File: config.mk
export PLATFORM = sky130hd
export DESIGN_NAME = wbyp_sched
export DESIGN_NICKNAME = d
export VERILOG_FILES = /design/src/rtl/wbyp_pkg.sv /design/src/rtl/wbyp_queue.sv /design/src/rtl/wbyp_pick.sv /design/src/rtl/wbyp_occ_meter.sv /design/src/rtl/wbyp_sched.sv
export SDC_FILE = /design/constraint.sdc
export NUM_CORES = 1
export LEC_CHECK = 0
export BUFFER_PORTS_ARGS = -buffer_cell sky130_fd_sc_hd__buf_2
export CAP_MARGIN = 30
export CORE_UTILIZATION = 64
export CTS_BUF_LIST = sky130_fd_sc_hd__clkbuf_16
export DETAILED_ROUTE_END_ITERATION = 12
export PLACE_DENSITY = 0.78
export SLEW_MARGIN = 15
export SYNTH_ARGS = -nofsm -noshare
export SYNTH_HDL_FRONTEND = slang
export SYNTH_SLANG_ARGS = --single-unit
File: constraint.sdc
create_clock -name clk -period 48 [get_ports clk]
set_input_delay 4.8 -clock clk [delete_from_list [all_inputs] [get_ports clk]]
set_output_delay 4.8 -clock clk [all_outputs]
set_load 0.01 [all_outputs]
File: src/rtl/wbyp_pkg.sv
package wbyp_pkg;

  // Threshold table percentages, indexed by occupancy band
  localparam int unsigned PCT_BAND0 = 20;
  localparam int unsigned PCT_BAND1 = 50;
  localparam int unsigned PCT_BAND2 = 70;
  localparam int unsigned PCT_BAND3 = 100;

  // Percentage of the full score range, rounded down
  function automatic int unsigned pct_to_score(input int unsigned pct,
                                               input int unsigned score_max);
    return (pct * score_max) / 100;
  endfunction

endpackage

File: src/rtl/wbyp_queue.sv
module wbyp_queue #(
  parameter int DEPTH   = 16,
  parameter int ADDR_W  = 16,
  parameter int SCORE_W = 8,
  localparam int IDX_W  = (DEPTH > 1) ? $clog2(DEPTH) : 1,
  localparam int CNT_W  = $clog2(DEPTH + 1)
) (
  input  logic                             clk,
  input  logic                             rst_n,
  input  logic                             push,
  input  logic                             push_write,
  input  logic [ADDR_W-1:0]                push_addr,
  input  logic [SCORE_W-1:0]               push_score,
  input  logic                             pop,
  input  logic [IDX_W-1:0]                 pop_idx,
  output logic [DEPTH-1:0]                 ent_vld,
  output logic [DEPTH-1:0]                 ent_wr,
  output logic [DEPTH-1:0][ADDR_W-1:0]     ent_addr,
  output logic [DEPTH-1:0][SCORE_W-1:0]    ent_score,
  output logic [CNT_W-1:0]                 count,
  output logic [CNT_W-1:0]                 wcount
);

  // Compacting storage: index 0 is always the oldest entry
  logic [DEPTH-1:0]              wr_q,    wr_d;
  logic [DEPTH-1:0][ADDR_W-1:0]  addr_q,  addr_d;
  logic [DEPTH-1:0][SCORE_W-1:0] score_q, score_d;
  logic [CNT_W-1:0]              count_q, count_d;
  logic [CNT_W-1:0]              wcount_q, wcount_d;
  logic [CNT_W-1:0]              cnt_after_pop;
  logic                          store_en;

  assign store_en = push | pop;

  always_comb begin
    wr_d          = wr_q;
    addr_d        = addr_q;
    score_d       = score_q;
    cnt_after_pop = count_q - CNT_W'(pop);
    for (int i = 0; i < DEPTH; i++) begin
      if (pop && (IDX_W'(i) >= pop_idx) && (i < DEPTH - 1)) begin
        wr_d[i]    = wr_q[i+1];
        addr_d[i]  = addr_q[i+1];
        score_d[i] = score_q[i+1];
      end
      if (push && (CNT_W'(i) == cnt_after_pop)) begin
        wr_d[i]    = push_write;
        addr_d[i]  = push_addr;
        score_d[i] = push_score;
      end
    end
    count_d  = cnt_after_pop + CNT_W'(push);
    wcount_d = wcount_q + CNT_W'(push & push_write)
                        - CNT_W'(pop & wr_q[pop_idx]);
  end

  always_ff @(posedge clk or negedge rst_n) begin
    if (!rst_n) begin
      count_q  <= '0;
      wcount_q <= '0;
    end else if (store_en) begin
      count_q  <= count_d;
      wcount_q <= wcount_d;
    end
  end

  // Payload registers carry no reset: only entries below count are read
  always_ff @(posedge clk) begin
    if (store_en) begin
      wr_q    <= wr_d;
      addr_q  <= addr_d;
      score_q <= score_d;
    end
  end

  always_comb begin
    for (int i = 0; i < DEPTH; i++) begin
      ent_vld[i] = (CNT_W'(i) < count_q);
    end
  end

  assign ent_wr    = wr_q;
  assign ent_addr  = addr_q;
  assign ent_score = score_q;
  assign count     = count_q;
  assign wcount    = wcount_q;

  // no entry is taken beyond capacity
  a_r5_no_overflow: assert property (@(posedge clk) disable iff (!rst_n)
    (push && (count_q == CNT_W'(DEPTH))) |-> pop);

  // removal only from an occupied slot
  a_r4_pop_occupied: assert property (@(posedge clk) disable iff (!rst_n)
    pop |-> (CNT_W'(pop_idx) < count_q));

  // the write counter never exceeds the occupancy
  a_r6_wcount_bound: assert property (@(posedge clk) disable iff (!rst_n)
    wcount_q <= count_q);

endmodule

File: src/rtl/wbyp_pick.sv
module wbyp_pick #(
  parameter int DEPTH   = 16,
  parameter int SCORE_W = 8,
  localparam int IDX_W  = (DEPTH > 1) ? $clog2(DEPTH) : 1
) (
  input  logic                          clk,
  input  logic                          rst_n,
  input  logic [DEPTH-1:0]              ent_vld,
  input  logic [DEPTH-1:0]              ent_wr,
  input  logic [DEPTH-1:0][SCORE_W-1:0] ent_score,
  output logic                          rd_any,
  output logic [IDX_W-1:0]              rd_idx,
  output logic                          wr_any,
  output logic [IDX_W-1:0]              wr_idx,
  output logic [IDX_W-1:0]              min_idx,
  output logic [SCORE_W-1:0]            min_score
);

  // Oldest read and oldest write: first hit scanning from index 0
  always_comb begin
    rd_any = 1'b0;
    rd_idx = '0;
    wr_any = 1'b0;
    wr_idx = '0;
    for (int i = 0; i < DEPTH; i++) begin
      if (ent_vld[i] && !ent_wr[i] && !rd_any) begin
        rd_any = 1'b1;
        rd_idx = IDX_W'(i);
      end
      if (ent_vld[i] && ent_wr[i] && !wr_any) begin
        wr_any = 1'b1;
        wr_idx = IDX_W'(i);
      end
    end
  end

  // Lowest-score write; strict compare keeps the oldest on a tie
  always_comb begin
    logic seen;
    seen      = 1'b0;
    min_idx   = '0;
    min_score = '1;
    for (int i = 0; i < DEPTH; i++) begin
      if (ent_vld[i] && ent_wr[i] && (!seen || (ent_score[i] < min_score))) begin
        seen      = 1'b1;
        min_idx   = IDX_W'(i);
        min_score = ent_score[i];
      end
    end
  end

  // the chosen write is no worse than any pending write, oldest on tie
  for (genvar g = 0; g < DEPTH; g++) begin : g_min_chk
    a_r7_min_lowest: assert property (@(posedge clk) disable iff (!rst_n)
      (ent_vld[g] && ent_wr[g]) |-> (ent_score[g] >= min_score));
    a_r7_min_oldest: assert property (@(posedge clk) disable iff (!rst_n)
      (ent_vld[g] && ent_wr[g] && (ent_score[g] == min_score))
        |-> (IDX_W'(g) >= min_idx));
  end

  // the chosen slot holds a valid write whenever any write is pending
  a_r7_min_valid: assert property (@(posedge clk) disable iff (!rst_n)
    wr_any |-> (ent_vld[min_idx] && ent_wr[min_idx]));

endmodule

File: src/rtl/wbyp_occ_meter.sv
module wbyp_occ_meter
  import wbyp_pkg::*;
#(
  parameter int DEPTH    = 16,
  parameter int INTERVAL = 10000,
  parameter int SCORE_W  = 8,
  localparam int CNT_W   = $clog2(DEPTH + 1),
  localparam int IW      = (INTERVAL > 1) ? $clog2(INTERVAL) : 1,
  localparam int SUM_W   = $clog2(DEPTH * INTERVAL + 1) + 2
) (
  input  logic               clk,
  input  logic               rst_n,
  input  logic [CNT_W-1:0]   wcount,
  output logic [SCORE_W-1:0] thr
);

  localparam int unsigned SMAX = (1 << SCORE_W) - 1;
  localparam logic [SCORE_W-1:0] THR0 = SCORE_W'(pct_to_score(PCT_BAND0, SMAX));
  localparam logic [SCORE_W-1:0] THR1 = SCORE_W'(pct_to_score(PCT_BAND1, SMAX));
  localparam logic [SCORE_W-1:0] THR2 = SCORE_W'(pct_to_score(PCT_BAND2, SMAX));
  localparam logic [SCORE_W-1:0] THR3 = SCORE_W'(pct_to_score(PCT_BAND3, SMAX));
  // Band limits on 4*sum, so no division by INTERVAL is needed
  localparam logic [SUM_W-1:0] LIM1 = SUM_W'(DEPTH * INTERVAL);
  localparam logic [SUM_W-1:0] LIM2 = SUM_W'(2 * DEPTH * INTERVAL);
  localparam logic [SUM_W-1:0] LIM3 = SUM_W'(3 * DEPTH * INTERVAL);
  localparam logic [IW-1:0]    LAST = IW'(INTERVAL - 1);

  logic [IW-1:0]      tick_q, tick_d;
  logic [SUM_W-1:0]   acc_q, acc_d;
  logic [SUM_W-1:0]   total, total_x4;
  logic [SCORE_W-1:0] thr_q, thr_d;
  logic               at_end;

  always_comb begin
    at_end   = (tick_q == LAST);
    total    = acc_q + SUM_W'(wcount);
    total_x4 = total << 2;
    tick_d   = at_end ? '0 : tick_q + IW'(1);
    acc_d    = at_end ? '0 : total;
    thr_d    = thr_q;
    if (at_end) begin
      if (total_x4 <= LIM1)      thr_d = THR0;
      else if (total_x4 <= LIM2) thr_d = THR1;
      else if (total_x4 <= LIM3) thr_d = THR2;
      else                       thr_d = THR3;
    end
  end

  always_ff @(posedge clk or negedge rst_n) begin
    if (!rst_n) begin
      tick_q <= '0;
      acc_q  <= '0;
    end else begin
      tick_q <= tick_d;
      acc_q  <= acc_d;
    end
  end

  always_ff @(posedge clk or negedge rst_n) begin
    if (!rst_n) begin
      thr_q <= THR0;
    end else if (at_end) begin
      thr_q <= thr_d;
    end
  end

  assign thr = thr_q;

  // threshold only moves at an interval boundary
  a_r9_thr_hold: assert property (@(posedge clk) disable iff (!rst_n)
    !at_end |=> $stable(thr_q));

  // threshold is always one of the table values
  a_r9_thr_legal: assert property (@(posedge clk) disable iff (!rst_n)
    (thr_q == THR0) || (thr_q == THR1) || (thr_q == THR2) || (thr_q == THR3));

endmodule

File: src/rtl/wbyp_sched.sv
module wbyp_sched #(
  parameter int DEPTH    = 16,
  parameter int ADDR_W   = 16,
  parameter int SCORE_W  = 8,
  parameter int INTERVAL = 10000
) (
  input  logic               clk,
  input  logic               rst_n,
  input  logic               in_valid,
  input  logic               in_write,
  input  logic [ADDR_W-1:0]  in_addr,
  input  logic [SCORE_W-1:0] in_score,
  output logic               in_ready,
  input  logic               arr_ready,
  output logic               iss_valid,
  output logic               iss_write,
  output logic [ADDR_W-1:0]  iss_addr,
  output logic               byp_valid,
  output logic [ADDR_W-1:0]  byp_addr,
  output logic [SCORE_W-1:0] byp_score
);

  localparam int IDX_W = (DEPTH > 1) ? $clog2(DEPTH) : 1;
  localparam int CNT_W = $clog2(DEPTH + 1);
  localparam logic [CNT_W-1:0] FULL_CNT = CNT_W'(DEPTH);
  localparam logic [CNT_W-1:0] WR_TH    = CNT_W'((3 * DEPTH) / 4);

  // Reset: asserted asynchronously, released on the clock
  logic [1:0] rst_sync_q;
  logic       srst_n;

  always_ff @(posedge clk or negedge rst_n) begin
    if (!rst_n) rst_sync_q <= 2'b00;
    else        rst_sync_q <= {rst_sync_q[0], 1'b1};
  end
  assign srst_n = rst_sync_q[1];

  logic [DEPTH-1:0]              ent_vld, ent_wr;
  logic [DEPTH-1:0][ADDR_W-1:0]  ent_addr;
  logic [DEPTH-1:0][SCORE_W-1:0] ent_score;
  logic [CNT_W-1:0]              count, wcount;
  logic                          rd_any, wr_any;
  logic [IDX_W-1:0]              rd_idx, wr_idx, min_idx, pop_idx;
  logic [SCORE_W-1:0]            min_score, thr;
  logic                          full, byp_cond, byp_fire, iss_fire, pop, push;

  wbyp_queue #(.DEPTH(DEPTH), .ADDR_W(ADDR_W), .SCORE_W(SCORE_W)) u_queue (
    .clk        (clk),
    .rst_n      (srst_n),
    .push       (push),
    .push_write (in_write),
    .push_addr  (in_addr),
    .push_score (in_score),
    .pop        (pop),
    .pop_idx    (pop_idx),
    .ent_vld    (ent_vld),
    .ent_wr     (ent_wr),
    .ent_addr   (ent_addr),
    .ent_score  (ent_score),
    .count      (count),
    .wcount     (wcount)
  );

  wbyp_pick #(.DEPTH(DEPTH), .SCORE_W(SCORE_W)) u_pick (
    .clk       (clk),
    .rst_n     (srst_n),
    .ent_vld   (ent_vld),
    .ent_wr    (ent_wr),
    .ent_score (ent_score),
    .rd_any    (rd_any),
    .rd_idx    (rd_idx),
    .wr_any    (wr_any),
    .wr_idx    (wr_idx),
    .min_idx   (min_idx),
    .min_score (min_score)
  );

  wbyp_occ_meter #(.DEPTH(DEPTH), .INTERVAL(INTERVAL), .SCORE_W(SCORE_W)) u_meter (
    .clk    (clk),
    .rst_n  (srst_n),
    .wcount (wcount),
    .thr    (thr)
  );

  // Scheduling decision for this cycle
  always_comb begin
    full     = (count == FULL_CNT);
    byp_cond = full && (wcount > WR_TH);
    byp_fire = byp_cond && wr_any && (min_score <= thr);
    iss_fire = !byp_fire && arr_ready && (count != '0);
    pop      = byp_fire | iss_fire;
    if (byp_fire)    pop_idx = min_idx;
    else if (rd_any) pop_idx = rd_idx;
    else             pop_idx = wr_idx;
    in_ready = !full || pop;
    push     = in_valid && in_ready;
  end

  // Output registers
  logic               iss_valid_q, iss_write_q, byp_valid_q;
  logic [ADDR_W-1:0]  iss_addr_q, iss_addr_d, byp_addr_q, byp_addr_d;
  logic               iss_write_d;
  logic [SCORE_W-1:0] byp_score_q, byp_score_d;

  always_comb begin
    iss_write_d = ent_wr[pop_idx];
    iss_addr_d  = ent_addr[pop_idx];
    byp_addr_d  = ent_addr[pop_idx];
    byp_score_d = ent_score[pop_idx];
  end

  always_ff @(posedge clk or negedge srst_n) begin
    if (!srst_n) begin
      iss_valid_q <= 1'b0;
      byp_valid_q <= 1'b0;
    end else begin
      iss_valid_q <= iss_fire;
      byp_valid_q <= byp_fire;
    end
  end

  always_ff @(posedge clk) begin
    if (iss_fire) begin
      iss_write_q <= iss_write_d;
      iss_addr_q  <= iss_addr_d;
    end
    if (byp_fire) begin
      byp_addr_q  <= byp_addr_d;
      byp_score_q <= byp_score_d;
    end
  end

  assign iss_valid = iss_valid_q;
  assign iss_write = iss_write_q;
  assign iss_addr  = iss_addr_q;
  assign byp_valid = byp_valid_q;
  assign byp_addr  = byp_addr_q;
  assign byp_score = byp_score_q;

  // an issue needs array readiness in the deciding cycle
  a_r4_issue_needs_ready: assert property (@(posedge clk) disable iff (!srst_n)
    iss_valid_q |-> $past(arr_ready));

  // bypass and issue never share a cycle
  a_r10_single_removal: assert property (@(posedge clk) disable iff (!srst_n)
    !(iss_valid_q && byp_valid_q));

  // a bypass follows a full queue dominated by writes
  a_r6_bypass_needs_pressure: assert property (@(posedge clk) disable iff (!srst_n)
    byp_valid_q |-> ($past(count) == FULL_CNT) && ($past(wcount) > WR_TH));

  // bypassed score never exceeds the threshold in force
  a_r8_bypass_under_thr: assert property (@(posedge clk) disable iff (!srst_n)
    byp_valid_q |-> (byp_score_q <= $past(thr)));

  // a write is never issued while a read waits
  a_r2_read_first: assert property (@(posedge clk) disable iff (!srst_n)
    (iss_valid_q && iss_write_q) |-> !$past(rd_any));

endmodule

== Yosys cells after proc, flatten, opt, wreduce, memory -nomap -nowiden ==
Cells that the tools add are included.
Word-level totals
  output and inout bits: 44
  logic and storage cells: 574
  bits in writable memories: 0
  memory bits (read-only): 0
  bits in registers: 497
  memories kept: 0
  bits in latches: 0
Cells by class
  shifts and indexed selects: 0
  bitwise gates (word level): 4
  magnitude comparators: 52
  $add $sub $neg: 6
  eq/ne operators: 17
  muxes and demuxes: 210
  reductions and logical operators: 225
  div/mod/pow operators: 0
  multipliers: 0
Operator list (count)
  16-bit 2-to-1 mux: 31
  8-bit 2-to-1 mux: 49
  8-bit < comparator: 15
  1-bit logical AND: 114
  4-bit 2-to-1 mux: 26
  1-bit 2-to-1 mux: 80
  16-bit binary-select mux with 4-bit select: 1
  1-bit zero test: 62
  4-bit by 5-bit equality test with 1-bit output, first input constant: 8
  20-bit by 19-bit <= comparator with 1-bit output, second input constant: 2
  4-bit by 5-bit < comparator with 1-bit output, first input constant: 8
  3-bit 2-to-1 mux: 12
  8-bit binary-select mux with 4-bit select: 1
  2-bit AND reduction: 16
  2-bit nonzero test: 15
  4-bit greater-or-equal comparator, first input constant: 7
  20-bit by 5-bit adder with 20-bit output: 1
  3-bit by 5-bit equality test with 1-bit output, first input constant: 4
  20-bit by 18-bit <= comparator with 1-bit output, second input constant: 1
  3-bit by 5-bit < comparator with 1-bit output, first input constant: 4
  20-bit 2-to-1 mux: 1
  3-bit by 4-bit greater-or-equal comparator with 1-bit output, first input constant: 4
  1-bit logical OR: 16
  14-bit by 1-bit adder with 14-bit output, second input constant: 1
  other kinds (23): 35

== Depth between registers and ports, before layout ==
  word-level depth: 74
  mapped depth: 198
  mapped depth without buffers: 179

== Modules after synthesis ==
A second synthesis with hierarchy kept.
Second synthesis, totals
  cell total of the unflattened synthesis: 2790
  area, all modules: 31182.4 um^2
By module, submodules not included
  wbyp_queue: instances 1, sequential area each 12261.8 um^2, cells an instance 1162, area each 18111.1 um^2
  wbyp_pick: instances 1, sequential area each 0.0 um^2, cells an instance 910, area each 6005.8 um^2
  wbyp_sched: instances 1, sequential area each 1331.3 um^2, cells an instance 479, area each 4829.6 um^2
  wbyp_occ_meter: instances 1, sequential area each 877.1 um^2, cells an instance 239, area each 2235.9 um^2

== Least setup slack after synthesis ==
Ideal clock, no wire load.
  path type: flip-flop to output port
  start point: register u_queue.count_q[3], in the netlist u_queue.count[3]
  end point: output in_ready
  arrival time: 31.683 ns
  path buffers: 19
  path slack: 11.517 ns
  stages on the path, launching flop included: 171
  required time: 43.200 ns
  cell sequence: dfrtp_1 -> buf_2 -> or4_4 -> o21ai_2 -> nor2_1 -> ha_1 -> and4_1 -> and3_1 -> o211a_1 -> a211o_1 -> buf_2 -> o22ai_1 -> ha_1 -> a21o_1 -> a21o_1 -> a221o_1 -> a21oi_1 -> nand2_1 -> [135 not listed] -> ha_1 -> and4_1 -> o2111a_1 -> nand2_1 -> a211oi_2 -> or2_1 -> buf_2 -> clkbuf_1 -> a21oi_1 -> ha_1 -> a211o_1 -> inv_1 -> o221a_2 -> a221o_1 -> a311oi_2 -> buf_2 -> clkbuf_1 -> nand3_1
On the way
  longest elaborated chain between the ends: 70
  elaborated cells between the ends (all ways): 179
RTL lines
  from (decl): RTL line wbyp_queue.sv:28  | logic [CNT_W-1:0] count_q, count_d;
  from (signal assigned): RTL line wbyp_queue.sv:62  | count_q <= count_d;
  1-bit by 5-bit < comparator with 1-bit output: RTL line wbyp_queue.sv:78  | ent_vld[i] = (CNT_W'(i) < count_q);
  1-bit logical AND: RTL line wbyp_pick.sv:30, wbyp_pick.sv:44
  8-bit 2-to-1 mux or 1-bit 2-to-1 mux (tied branches): RTL line wbyp_pick.sv:44, wbyp_pick.sv:30
  8-bit < comparator or 1-bit zero test (tied branches): RTL line wbyp_pick.sv:44, wbyp_pick.sv:30
  1-bit logical OR: RTL line wbyp_pick.sv:44  | if (ent_vld[i] && ent_wr[i] && (!seen || (ent_score[i] < min_score))) begin
  1-bit logical AND: RTL line wbyp_pick.sv:44
  8-bit 2-to-1 mux or 1-bit 2-to-1 mux (tied branches): RTL line wbyp_pick.sv:44
  8-bit < comparator or 1-bit zero test (tied branches): RTL line wbyp_pick.sv:44
  [53 not listed]
  1-bit logical AND: RTL line wbyp_pick.sv:44
  8-bit 2-to-1 mux: RTL line wbyp_pick.sv:44
  8-bit <= comparator: RTL line wbyp_sched.sv:89  | byp_fire = byp_cond && wr_any && (min_score <= thr);
  1-bit logical AND: RTL line wbyp_sched.sv:89
  1-bit zero test: RTL line wbyp_sched.sv:90  | iss_fire = !byp_fire && arr_ready && (count != '0);
  1-bit logical AND (2 in a row): RTL line wbyp_sched.sv:90
  1-bit OR: RTL line wbyp_sched.sv:91  | pop = byp_fire | iss_fire;
  1-bit logical OR *: RTL line wbyp_sched.sv:95  | in_ready = !full || pop;
  to (decl): RTL line wbyp_sched.sv:13  | output logic in_ready,
Mark *: on every way between the ends. The rest lies on a longest branch, timed or not.

== Worst setup path after layout ==
  start point: register u_queue.count_q[4], in the netlist u_queue.count[4]
  end point: output in_ready
The elaborated chain is that of the path after synthesis.

==> run metrics <==
outcome=finished clean; Vias per Instance=just over 7; vias=25500; reg2reg path depth=170; synthesized cell area=31100 um^2; CP Max Fanout=21; layout cell share with drive strength beyond 1=0.114; RSZ-0062 raised after global routing=no; Hold Fails Final Rpt=0; die height=222 um; busiest layer in global routing=met2; die width=approximately 220 um; row count=80; gpl congestion=1.03; Post-Place Setup Slack=7.30 ns; Final Critical Period=41.71 ns; crit-path most repeated cell=a21oi_1; hold crit path type=reg -> async; wirelength, routed=97.7 mm; leading post-synthesis cells by cell area=edfxtp_1, mux2_1, nand2_1; drt wl/cell=27.0 um; DIE AREA=~49000 um^2; maximum clock frequency=0.0240 GHz; # setup viols final=0; 1st-iter DRT viols=between 3000 and 4000; kind of critical path=reg -> out; CP delay by family, top=compound AO/OA/AOI/OAI gates; synth warn=0; Global Route Usage Sum=0.391; Port Buffers=72; remaining routing DRC violations=0; vias in the first global route=24500; largest net degree at the start of global routing=81; TritonCTS clock tree=built; #FFs+latches synth=490; first-pass GRT wire length=147 mm; most frequent cells in the layout=nand2_1, edfxtp_1, mux2_1; post-CTS setup buffer count=0; Syn Nets=3081; Post-synth EDFFs=441; Clock Pin Slew Worst Setup and Hold Paths=~0.07 ns; Slew Viols, Final=0; slowest cell on the critical path=a221oi_2; post-CTS sizing=0; reg2reg end=u_queue.wcount[4]$_DFFE_PN0P_; core area=47800 um^2; Worst-Skew Late Latency=0.62 ns; Tcrit/Tclk final=0.869; Post-Layout Cell Count=3615; CTS Sinks=between 400 and 500; Max-Slew Margin vs Limit=0.282; FFs w/ async S/R, synth=0.100; most common cell after layout, fill and taps aside=nand2_1; flop2flop setup slack=around 7.2 ns; M3 GR Usage=0.0775; DRT antenna net count=0; post-synth cell types=110; total grt overflow=0; sequential area share after synthesis=0.466; CTS Root Cell=clkbuf_16; antenna violations before repair=0; CP bufs+invs=15; post-DP HPWL=66.4 mm; Worst setup SP type=flip-flop; Syn Inst Count=between 2000 and 3000; number of max-cap violations=0; TNS Setup=0 ns; nets=~3100; Post-Syn Area per Cell=~11 um^2; drt pass-1 iters=9; H-tree depth=2; worst reg2reg startpoint=u_queue.count[4]$_DFFE_PN0P_; # IOs=73; Num CTS Buffers=53; Initial Util=0.650; met1 usage=0.546; top-area cell type share of the netlist area=0.426; CP peak stage delay=0.86 ns; ys flop type=edfxtp_1; Critical Path AT=36.91 ns; Fillers=3477; clk_skew=0.0253 ns; measured slew at the worst slew-check pin=roughly 1.1 ns; Antenna Diode Count=0; area delta synth->final=9.30%; Yosys top cell by area=edfxtp_1; dpl cells=3506; Max clock buf depth=3; Worst Path Required=43.20 ns; met2 Usage GRT=0.597; CP endpoint kind=primary output; Final WS setup=6.29 ns; cts hold-fix bufs=0
-- stage by stage --
stage               utilization  hold slack, ns  instance area, um^2
floorplan                     -           0.331                31100
global placement          0.666           0.342                31900
detailed placement        0.670           0.222                32100
CTS                       0.707           0.225                33800
global route              0.710           0.257                34000
finish                    0.710           0.224                34000
-- cell families after synthesis --
family          count (synthesis)  synth area share
buf+inv                       294            0.0403
flops                         490             0.466
simple gates                  974             0.146
mux                           434             0.157
xor+xnor                       50            0.0143
fa+ha+maj                     112            0.0450
compound gates                592             0.132
other cells                     1          0.000121
-- cell type report --
cell class	count	area, um^2	area share
multi-input combinational	2163	15500	0.457
sequential	490	14500	0.426
clock buffer	54	1350	0.0398
timing repair buffer	128	973	0.0287
tap	615	769	0.0227
inverter	121	454	0.0134
clock inverter	44	410	0.0121
-- cells in the mapped netlist, types with 8 or more instances --
cell type	count
o22ai_1	21
a211o_1	8
clkbuf_1	93
o21ai_0	86
edfxtp_1	441
dfrtp_1	48
buf_4	22
nand2_1	462
nor3_1	20
a21boi_0	24
nand4_1	15
mux2i_1	30
and2_1	14
a221oi_1	23
a21o_1	39
buf_2	47
xor2_1	24
nor2_1	141
a311oi_1	25
a21oi_1	123
nand2b_1	11
o31ai_1	12
inv_1	121
nor2b_1	24
ha_1	103
xnor2_1	25
a31oi_1	47
buf_1	10
o221ai_1	24
nand3_1	191
mux2_1	356
mux2_2	40
o21ai_1	28
and4_1	14
o21a_1	8
nor2_4	11
a22oi_1	8
and3_1	19
a211oi_1	10
o211ai_1	26
-- state kept, by name (all words and copies together), names as in the netlist, 2 cells and up --
| register | flops |
|---|---|
| byp_addr | 16 |
| byp_score | 8 |
| iss_addr | 16 |
| rst_sync_q | 2 |
| u_meter.acc_q | 18 |
| u_meter.thr | 3 |
| u_meter.tick_q | 14 |
| u_queue.count | 5 |
| u_queue.ent_addr | 256 |
| u_queue.ent_score | 128 |
| u_queue.ent_wr | 16 |
| u_queue.wcount | 5 |
-- layer usage --
layer / routed length, um / vias up / share of wire
met5: 0 / - / 0
met1: 38800 / 12300 / 0.40
met4: 4140 / 0 / 0.042
li1: - / 11000 / -
met3: 11900 / 321 / 0.12
met2: 42800 / 1781 / 0.44
-- worst max path at each step --
stage	from	endpoint	depth (start not counted)
6_report	u_queue.count[4]$_DFFE_PN0P_	in_ready	156
5_1_grt	u_queue.count[4]$_DFFE_PN0P_	in_ready	155
4_1_cts	u_queue.count[4]$_DFFE_PN0P_	in_ready	154
3_5_place_dp	u_queue.count[4]$_DFFE_PN0P_	in_ready	154
3_3_place_gp	u_queue.count[4]$_DFFE_PN0P_	in_ready	155
2_1_floorplan	u_queue.count[3]$_DFFE_PN0P_	in_ready	170
Power is left out: the tool's default activity adds up to more than one toggle a clock period on the data nets, which glitch-free logic cannot reach.
